[src/rtl/act_window_pkg.sv]
package act_window_pkg;
  // Strobes passed from control to the history datapath
  typedef struct packed {
    logic rec;     // accepted activate: restart last-activate age, latch group
    logic slotWr;  // accepted activate that also enters the window store
  } actStrobes_t;
endpackage

[src/rtl/act_window_dp.sv]
module act_window_dp
  import act_window_pkg::*;
#(
  parameter int MAX_ACT = 4,
  parameter int CNT_W   = 8,
  parameter int GROUP_W = 2,
  parameter int PTR_W   = 2
) (
  input  logic               clk,
  input  logic               rstN,
  input  actStrobes_t        strb,
  input  logic [PTR_W-1:0]   slotSel,
  input  logic [GROUP_W-1:0] grpIn,
  output logic [CNT_W-1:0]   oldAge,
  output logic               oldValid,
  output logic [CNT_W-1:0]   lastAge,
  output logic [GROUP_W-1:0] lastGroup,
  output logic               lastValid
);
  localparam logic [CNT_W-1:0] AGE_MAX = '1;
  localparam logic [CNT_W-1:0] AGE_ONE = CNT_W'(1);

  logic [CNT_W-1:0] slotAge   [MAX_ACT];
  logic [MAX_ACT-1:0] slotValid;

  for (genvar i = 0; i < MAX_ACT; i++) begin : gSlot
    always_ff @(posedge clk) begin
      if (!rstN) begin
        slotAge[i]   <= '0;
        slotValid[i] <= 1'b0;
      end else if (strb.slotWr && slotSel == PTR_W'(i)) begin
        slotAge[i]   <= AGE_ONE;
        slotValid[i] <= 1'b1;
      end else if (slotAge[i] != AGE_MAX) begin
        slotAge[i]   <= slotAge[i] + AGE_ONE;
      end
    end
  end

  always_comb begin
    oldAge   = '0;
    oldValid = 1'b0;
    for (int k = 0; k < MAX_ACT; k++) begin
      if (slotSel == PTR_W'(k)) begin
        oldAge   = slotAge[k];
        oldValid = slotValid[k];
      end
    end
  end

  always_ff @(posedge clk) begin
    if (!rstN) begin
      lastAge   <= '0;
      lastGroup <= '0;
      lastValid <= 1'b0;
    end else if (strb.rec) begin
      lastAge   <= AGE_ONE;
      lastGroup <= grpIn;
      lastValid <= 1'b1;
    end else if (lastAge != AGE_MAX) begin
      lastAge   <= lastAge + AGE_ONE;
    end
  end

  AST_AGE_RESTART: assert property (@(posedge clk) disable iff (!rstN)
    strb.rec |=> (lastAge == AGE_ONE) && lastValid);
  AST_AGE_MONO: assert property (@(posedge clk) disable iff (!rstN)
    (lastValid && !strb.rec) |=> (lastAge >= $past(lastAge)) && lastValid);
  AST_GROUP_HOLD: assert property (@(posedge clk) disable iff (!rstN)
    !strb.rec |=> $stable(lastGroup));
endmodule

[src/rtl/act_window_ctrl.sv]
module act_window_ctrl
  import act_window_pkg::*;
#(
  parameter int MAX_ACT = 4,
  parameter int CNT_W   = 8,
  parameter int GROUP_W = 2,
  parameter int PTR_W   = 2,
  parameter int LIM_W   = 3
) (
  input  logic               clk,
  input  logic               rstN,
  input  logic [LIM_W-1:0]   cfgLimit,
  input  logic [CNT_W-1:0]   cfgWindow,
  input  logic [CNT_W-1:0]   cfgGapShort,
  input  logic [CNT_W-1:0]   cfgGapLong,
  input  logic               cfgGroupEn,
  input  logic               actReq,
  input  logic [GROUP_W-1:0] actGroup,
  input  logic [CNT_W-1:0]   oldAge,
  input  logic               oldValid,
  input  logic [CNT_W-1:0]   lastAge,
  input  logic [GROUP_W-1:0] lastGroup,
  input  logic               lastValid,
  output actStrobes_t        strb,
  output logic [PTR_W-1:0]   slotSel,
  output logic               actAllow,
  output logic               actReject
);
  localparam logic [LIM_W-1:0] LIM_MAX = LIM_W'(MAX_ACT);

  logic [LIM_W-1:0] effLimit;
  logic [PTR_W-1:0] lastSlot;
  logic             groupsUsed;
  logic [CNT_W-1:0] needGap;
  logic             gapOk;
  logic             winOk;
  logic             winOn;

  assign effLimit   = (cfgLimit > LIM_MAX) ? LIM_MAX : cfgLimit;
  assign winOn      = (effLimit != '0);
  assign lastSlot   = PTR_W'(effLimit - LIM_W'(1));
  assign groupsUsed = cfgGroupEn && (cfgGapLong != '0);
  assign needGap    = (groupsUsed && actGroup == lastGroup) ? cfgGapLong : cfgGapShort;
  assign gapOk      = !lastValid || (lastAge >= needGap);
  assign winOk      = !winOn || !oldValid || (oldAge >= cfgWindow);
  assign actAllow   = gapOk && winOk;

  always_comb begin
    strb.rec    = actReq && actAllow;
    strb.slotWr = actReq && actAllow && winOn;
  end

  always_ff @(posedge clk) begin
    if (!rstN) begin
      slotSel   <= '0;
      actReject <= 1'b0;
    end else begin
      actReject <= actReq && !actAllow;
      if (strb.slotWr) slotSel <= (slotSel == lastSlot) ? '0 : slotSel + PTR_W'(1);
    end
  end

  AST_NO_EARLY_ACT: assert property (@(posedge clk) disable iff (!rstN)
    strb.rec |-> (!lastValid || lastAge >= cfgGapShort));
  AST_WIN_RESPECT: assert property (@(posedge clk) disable iff (!rstN)
    strb.slotWr |-> (!oldValid || oldAge >= cfgWindow));
  AST_PTR_RANGE: assert property (@(posedge clk) disable iff (!rstN)
    winOn |-> (PTR_W'(slotSel) <= lastSlot));
  AST_REJECT_PULSE: assert property (@(posedge clk) disable iff (!rstN)
    (actReq && !actAllow) |=> actReject);
  AST_ACCEPT_QUIET: assert property (@(posedge clk) disable iff (!rstN)
    (!actReq || actAllow) |=> !actReject);
endmodule

[src/rtl/act_window_gate.sv]
module act_window_gate
  import act_window_pkg::*;
#(
  parameter int MAX_ACT = 4,
  parameter int CNT_W   = 8,
  parameter int GROUP_W = 2,
  parameter int LIM_W   = $clog2(MAX_ACT + 1)
) (
  input  logic               clk,
  input  logic               rstN,
  input  logic [LIM_W-1:0]   cfgLimit,
  input  logic [CNT_W-1:0]   cfgWindow,
  input  logic [CNT_W-1:0]   cfgGapShort,
  input  logic [CNT_W-1:0]   cfgGapLong,
  input  logic               cfgGroupEn,
  input  logic               actReq,
  input  logic [GROUP_W-1:0] actGroup,
  output logic               actAllow,
  output logic               actReject
);
  localparam int PTR_W = (MAX_ACT > 1) ? $clog2(MAX_ACT) : 1;

  actStrobes_t        strb;
  logic [PTR_W-1:0]   slotSel;
  logic [CNT_W-1:0]   oldAge;
  logic               oldValid;
  logic [CNT_W-1:0]   lastAge;
  logic [GROUP_W-1:0] lastGroup;
  logic               lastValid;

  act_window_ctrl #(
    .MAX_ACT(MAX_ACT), .CNT_W(CNT_W), .GROUP_W(GROUP_W), .PTR_W(PTR_W), .LIM_W(LIM_W)
  ) uCtrl (
    .clk(clk), .rstN(rstN),
    .cfgLimit(cfgLimit), .cfgWindow(cfgWindow), .cfgGapShort(cfgGapShort),
    .cfgGapLong(cfgGapLong), .cfgGroupEn(cfgGroupEn),
    .actReq(actReq), .actGroup(actGroup),
    .oldAge(oldAge), .oldValid(oldValid), .lastAge(lastAge),
    .lastGroup(lastGroup), .lastValid(lastValid),
    .strb(strb), .slotSel(slotSel), .actAllow(actAllow), .actReject(actReject)
  );

  act_window_dp #(
    .MAX_ACT(MAX_ACT), .CNT_W(CNT_W), .GROUP_W(GROUP_W), .PTR_W(PTR_W)
  ) uDp (
    .clk(clk), .rstN(rstN), .strb(strb), .slotSel(slotSel), .grpIn(actGroup),
    .oldAge(oldAge), .oldValid(oldValid), .lastAge(lastAge),
    .lastGroup(lastGroup), .lastValid(lastValid)
  );
endmodule

[config.mk]
export PLATFORM = sky130hd
export DESIGN_NAME = act_window_gate
export DESIGN_NICKNAME = d
export VERILOG_FILES = /design/src/rtl/act_window_pkg.sv /design/src/rtl/act_window_dp.sv /design/src/rtl/act_window_ctrl.sv /design/src/rtl/act_window_gate.sv
export SDC_FILE = /design/constraint.sdc
export NUM_CORES = 1
export LEC_CHECK = 0
export ABC_CLOCK_PERIOD_IN_PS = 5350
export CAP_MARGIN = 40
export CORE_MARGIN = 3
export CORE_UTILIZATION = 57
export CTS_CLUSTER_DIAMETER = 100
export DETAILED_ROUTE_END_ITERATION = 16
export PLACE_DENSITY = 0.85
export SLEW_MARGIN = 5
export SYNTH_ARGS = -nofsm -noshare
export SYNTH_HDL_FRONTEND = slang
export SYNTH_SLANG_ARGS = --single-unit
export TNS_END_PERCENT = 20
[constraint.sdc]
create_clock -name clk -period 5.35 [get_ports clk]
set_input_delay 0.8025 -clock clk [delete_from_list [all_inputs] [get_ports clk]]
set_output_delay 0.8025 -clock clk [all_outputs]
set_load 0.05 [all_outputs]
Yosys cells after proc, flatten, opt, wreduce, memory -nomap -nowiden

Memories as Yosys holds them, arrays and structs flattened.
Cells that the tools add are included.

Register bits after elaboration: 18
Bits in latches: 0
Memory bits (writable): 32
ROM bits: 0
Input port bits: 33
Output and inout bits: 2
Logic and storage cells: 112
Memories: 1

Memory list:

| name        | words | bits a word | rd ports | clocked after memory_dff | wr ports | RTL line            | RTL |
|---|---|---|---|---|---|---|---|
| uDp.slotAge | 4     | 8           | 4        | 0                        | 4        | act_window_dp.sv:23 | `logic [CNT_W-1:0] slotAge [MAX_ACT];` |

$add $sub $neg: 7
Multiply operators: 0
Divide/modulo/power cells: 0
$lt $le $gt $ge: 3
Equal/unequal tests: 10
Shift operators: 0
Muxes and demuxes: 50
Bitwise operators: 9
Reduce and logical (&&, ||, !) cells: 22

Operators with widths:

| kind                                                 | count |
|---|---|
| 2-to-1 mux 8 bit                                     | 13 |
| adder 8 x 1 -> 8 bit, second input constant          | 5 |
| != test 8 bit, second input constant                 | 5 |
| 2-to-1 mux 1 bit                                     | 35 |
| greater-or-equal comparator 8 bit                    | 2 |
| logical AND 1 bit                                    | 10 |
| OR 1 bit                                             | 8 |
| nonzero test 8 bit                                   | 1 |
| == test 2 bit                                        | 2 |
| == test 2 bit, second input constant                 | 2 |
| zero test 1 bit                                      | 4 |
| greater-than comparator 3 bit, second input constant | 1 |
| logical OR 1 bit                                     | 3 |
| 2-to-1 mux 3 bit                                     | 1 |
| nonzero test 3 bit                                   | 1 |
| adder 2 x 1 -> 2 bit, second input constant          | 1 |
| == test 2 x 1 -> 1 bit, second input constant        | 1 |
| zero test 2 bit                                      | 1 |
| 2-to-1 mux 2 bit                                     | 1 |
| nonzero test 2 bit                                   | 1 |
| OR reduction 2 bit                                   | 1 |
| subtractor 2 x 1 -> 2 bit, second input constant     | 1 |
| inverter 1 bit                                       | 1 |

Longest topological paths before layout

Depth after elaboration: 17
Gate-level depth with buffers: 16
Gate-level depth less buffers: 15

Modules after synthesis

From an unflattened synthesis, not the netlist that was laid out.

Cell total of the unflattened synthesis: 327
Area total of the unflattened synthesis: 3,344.5 µm²

Modules (own cells, without submodules):

| module          | times used | cells each | area each (µm²) | seq. area each (µm²) |
|---|---|---|---|---|
| act_window_dp   | 1          | 241        | 2,591.2         | 1,261.2 |
| act_window_ctrl | 1          | 86         | 753.2           | 60.1 |

Worst setup path after synthesis

Ideal clock, no wire load.

Kind: input port to flip-flop
Start: in cfgGapLong[1]
End: mem uDp.slotAge[2][0] (enable)
Library setup time: 0.294 ns
Arrival: 3.741 ns
Slack: 1.314 ns
Stages: 12
Buffers on the path: 1
Cells stage by stage: nor4_1 > nand2_1 > nand4_1 > mux2_2 > ha_1 > or3b_2 > o2111ai_1 > a31o_2 > and4b_1 > buf_2 > nor3_4 > or3b_1

RTL lines:

| item            | RTL line              | RTL |
|---|---|---|
| start, declared | act_window_gate.sv:14 | `input logic [CNT_W-1:0] cfgGapLong,` |
| end, declared   | act_window_dp.sv:23   |  |

Final worst setup path

Start: in cfgGapLong[1]
End: out actAllow

Longest elaborated chain between the ends: 7

RTL lines:

| item                                  | RTL line              | RTL |
|---|---|---|
| nonzero test 8 bit                    | act_window_ctrl.sv:42 | `assign groupsUsed = cfgGroupEn && (cfgGapLong != '0);` |
| logical AND 1 bit                     | act_window_ctrl.sv:42 |  |
| logical AND 1 bit                     | act_window_ctrl.sv:43 | `assign needGap = (groupsUsed && actGroup == lastGroup) ? cfgGapLong : cfgGapShort;` |
| 2-to-1 mux 8 bit (*)                  | act_window_ctrl.sv:43 |  |
| greater-or-equal comparator 8 bit (*) | act_window_ctrl.sv:44 | `assign gapOk = !lastValid \|\| (lastAge >= needGap);` |
| logical OR 1 bit (*)                  | act_window_ctrl.sv:44 |  |
| logical AND 1 bit (*)                 | act_window_ctrl.sv:46 | `assign actAllow = gapOk && winOk;` |
| end, declared                         | act_window_gate.sv:18 | `output logic actAllow,` |

Mark *: on every way between the ends. The rest lies on a longest branch, timed or not.

==> impl_metrics.py <==
metrics = {
    "pwr": {
        "netSwitchingFraction_pct": 27.1,
        "vdd_drop_max_mv": 0.126,
        "power_frac_seq_pct": 54.0,
        "p_comb_share_pct": 20.0,
        "clock_power_share_pct": 26.1,
        "p_switching_w": 0.000220,
        "power_density_nw_per_um2": 211,
        "p_int_w": 0.000593,
        "p_leak_nw": 1.66,
    },
    "cells_and_area": {
        "final_layout_size_suffix_gt1_share_pct": 4.14,
        "multi_input_area_um2": 1950,
        "seqCellArea_um2": 1320,
        "final_common_cell": "nand2_1",
        "fillerInstances": 456,
        "syn_to_final_growth_pct": 14.1,
        "nets": 469,
        "design_area_um2": 3850,
        "n_antenna_cell": 0,
        "final_cell_mix": "nand2_1, nor2_1, clkdlybuf4s50_1, edfxtp_1, nand3_1",
    },
    "placement": {
        "io_buffers": 34,
        "placed_area_um2": 3770,
        "dpl.hpwl_um": 5320,
        "routabilityCongestion": 0.804,
    },
    "synth": {
        "synth_fp_nets": 438,
        "netlist_area_um2": 3370,
        "synth_top_family_by_area": "simple AND/OR/NAND/NOR gates",
        "ys_ff_latch": 50,
        "synthFlopType": "edfxtp_1",
        "synth_fa_ha_area_share_pct": 9.64,
        "synthDistinctLibCells": 40,
        "synth-simple-area-share_pct": 25.3,
        "ys_warn_count": 0,
        "synth_compound_area_share_pct": 10.5,
        "netlist_instances": 379,
        "synth_mux_area_share_pct": 4.19,
        "synth-seq-area-share_pct": 39.2,
        "async_reset_ff_share_pct": 0,
        "synth_xor_xnor_area_share_pct": 8.31,
        "syn_avg_cell_area_um2": 8.90,
        "synth_edf_count": 32,
    },
    "setup_path": {
        "cp_top_family": "buffers and inverters",
        "crit_required_ps": 4550,
        "critical_path_class": "input port to output pin",
        "crit_top_cell": "clkdlybuf4s50_1",
        "cp_max_fo": 2,
        "slowest_delay_ps": 700,
        "crit_path_end_kind": "output pin",
        "start_kind": "input port",
        "slowest_stage": "clkdlybuf4s50_1",
        "path_buf_inv": 2,
        "critPathArrivalTime_ps": 4110,
        "cp_cell_sequence": "clkdlybuf4s50_1 > nor4_1 > nand2_1 > nand4_1 > mux2_2 > ha_1 > or3b_2 > o2111ai_1 > a31o_2 > nand4b_1 > o21a_1 > clkdlybuf4s50_1",
    },
    "floorplanning": {
        "die_area_um2": 6880,
        "fp.dieW_um": 82.9,
        "core-area_um2": 5610,
        "initial_core_util_pct": 60.2,
        "die_y_um": 82.9,
        "rows": 27,
        "pin_count": 35,
    },
    "timing": {
        "hold_viol": 0,
        "setup_viol": 0,
        "fmax_ghz": 0.203,
        "clock_skew_ps": 6.97,
        "fin_setup_tns_ps": 0,
        "fin_crit_sh_pct": 91.9,
        "relSlewSlack_pct": 51.3,
        "maxSlewViolCount": 0,
        "worst_slew_pin_slew_ps": 725,
        "rsz0062_at_grt": "no",
        "fin_crit_ps": 4920,
    },
    "detailed_routing": {
        "wl_per_cell_um": 14.6,
        "drcViolationCount": 0,
        "wl_um": 7050,
        "firstDrtPassIters": 4,
        "viasPerCell": 5.67,
        "vias": 2740,
        "antenna_left": 0,
        "drt-initial-drc-count": 114,
    },
    "clock_network": {
        "insertion_delay_ps": 300,
        "post_cts_buffers": 0,
        "htreeDepth": 2,
        "cts_resized": 0,
        "cts_hold_buf": 0,
        "cts_sinks": 50,
        "cts_root_buf": "clkbuf_8",
        "cts_tree": "built",
        "path_clk_slew_ps": 80,
        "cts_buffers": 5,
        "cts_buffer_depth": 2,
    },
    "grt": {
        "grt_first_pass_wirelength_um": 12000,
        "first_global_vias": 2637,
        "antenna_found_initial": 0,
        "grtUsageTotal_pct": 20.6,
        "grt_overflow": 0,
        "grt_max_degree": 48,
    },
    "hold_path": {
        "hold_class": "flop to flop",
    },
    "outcome": {
        "status": "finished clean",
    },
    "job": {
        "drv_cap": 0,
    },
}
[kinds of logic (layout without fill, tap and decap cells)]
kind of cell             after synthesis  count (layout)
AO/OA/AOI/OAI                         54              54
adder cells (fa/ha/maj)               26              26
XOR/XNOR                              32              32
buffers and inverters                 24              56
multiplexers                          14              14
flip-flops                            50              50
AND/OR/NAND/NOR                      179             179
[worst reg2reg max path, cell delays in order, from the launching register on]
cell and delay, ps:
dfxtp_1 360, inv_1 100, ha_1 510, nor2_1 100, a21oi_1 180, nor2_1 60
a21oi_1 170, o21ai_0 110, ha_1 330, nand2_1 80, o41ai_2 560, o21ai_4 160
nor3_2 560, nand3b_1 430
[routing by layer]
layer / GRT usage (%) / part of all wire [%] / up-vias
met5: 0 / 0 / -
met4: 6.84 / 1.5 / 0
met3: 3.97 / 4.9 / 11
met2: 33.6 / 47 / 61
met1: 27.6 / 47 / 1266
li1: - / - / 1402
[power groups by stage]
stage / Clock [W] / Combinational [W] / Sequential [W]
global placement: 0 / 0.000157 / 0.000447
floorplan: 0 / 0.000108 / 0.000445
finish: 0.000212 / 0.000162 / 0.000439
CTS: 0.000214 / 0.000162 / 0.000438
detailed placement: 0 / 0.000161 / 0.000447
global route: 0.000235 / 0.000181 / 0.000441
[path summary, 6_finish.rpt]
path	startpoint	end	slack [ps]	depth (start not counted)
max reg2reg	uCtrl.slotSel[1]	uDp.slotAge[0][2]	1320	13
min reg2reg	uDp.slotValid[2]	uDp.slotValid[2]	470	1
max	cfgGapLong[1]	actAllow	430	12
min	uDp.slotValid[2]	uDp.slotValid[2]	470	1
[metrics by stage]
stage	hold WS [ps]	worst slack (ps)	total power, W	cells	utilization (%)
after global routing	496	277	0.000858	483	68.6
after global placement	441	522	0.000603	475	67.2
after floorplan	432	1310	0.000553	379	-
after CTS	470	420	0.000815	483	68.6
final	469	433	0.000813	483	68.6
after detailed placement	450	442	0.000608	475	67.2
[flip-flops by register name, summed over array words and instances, names as in the netlist]
register / cells
uDp.slotValid: 4
uCtrl.slotSel: 2
uDp.lastAge: 8
uCtrl.actReject: 1
uDp.lastValid: 1
uDp.slotAge: 32
uDp.lastGroup: 2
[layout make-up]
| class | instances | area share [%] |
|---|---|---|
| Inverter | 11 | 1.07 |
| Sequential cell | 50 | 34.3 |
| Tap cell | 72 | 2.34 |
| Multi-Input combinational cell | 305 | 50.7 |
| Clock buffer | 8 | 2.08 |
| Timing Repair Buffer | 37 | 9.43 |
[cell usage after synthesis (2+ instances only)]
master,count,area share (%)
a211oi_1,2,0.44
a21oi_1,18,2.7
a31oi_1,2,0.37
and3_1,15,2.8
buf_4,2,0.44
clkbuf_1,10,1.1
dfxtp_1,18,11
edfxtp_1,32,28
ha_1,26,9.6
inv_1,11,1.2
mux2i_1,13,3.9
nand2_1,53,5.9
nand2b_1,5,0.93
nand3_1,29,4.3
nand3b_1,3,0.67
nand4_1,3,0.56
nor2_1,49,5.5
nor3_1,11,1.6
nor3_2,2,0.59
nor4_1,2,0.37
o211ai_1,4,0.89
o21a_1,13,2.9
o21ai_0,9,1.3
xnor2_1,14,3.6
xor2_1,18,4.7
Note: power is estimated with default switching activity, not from simulation.
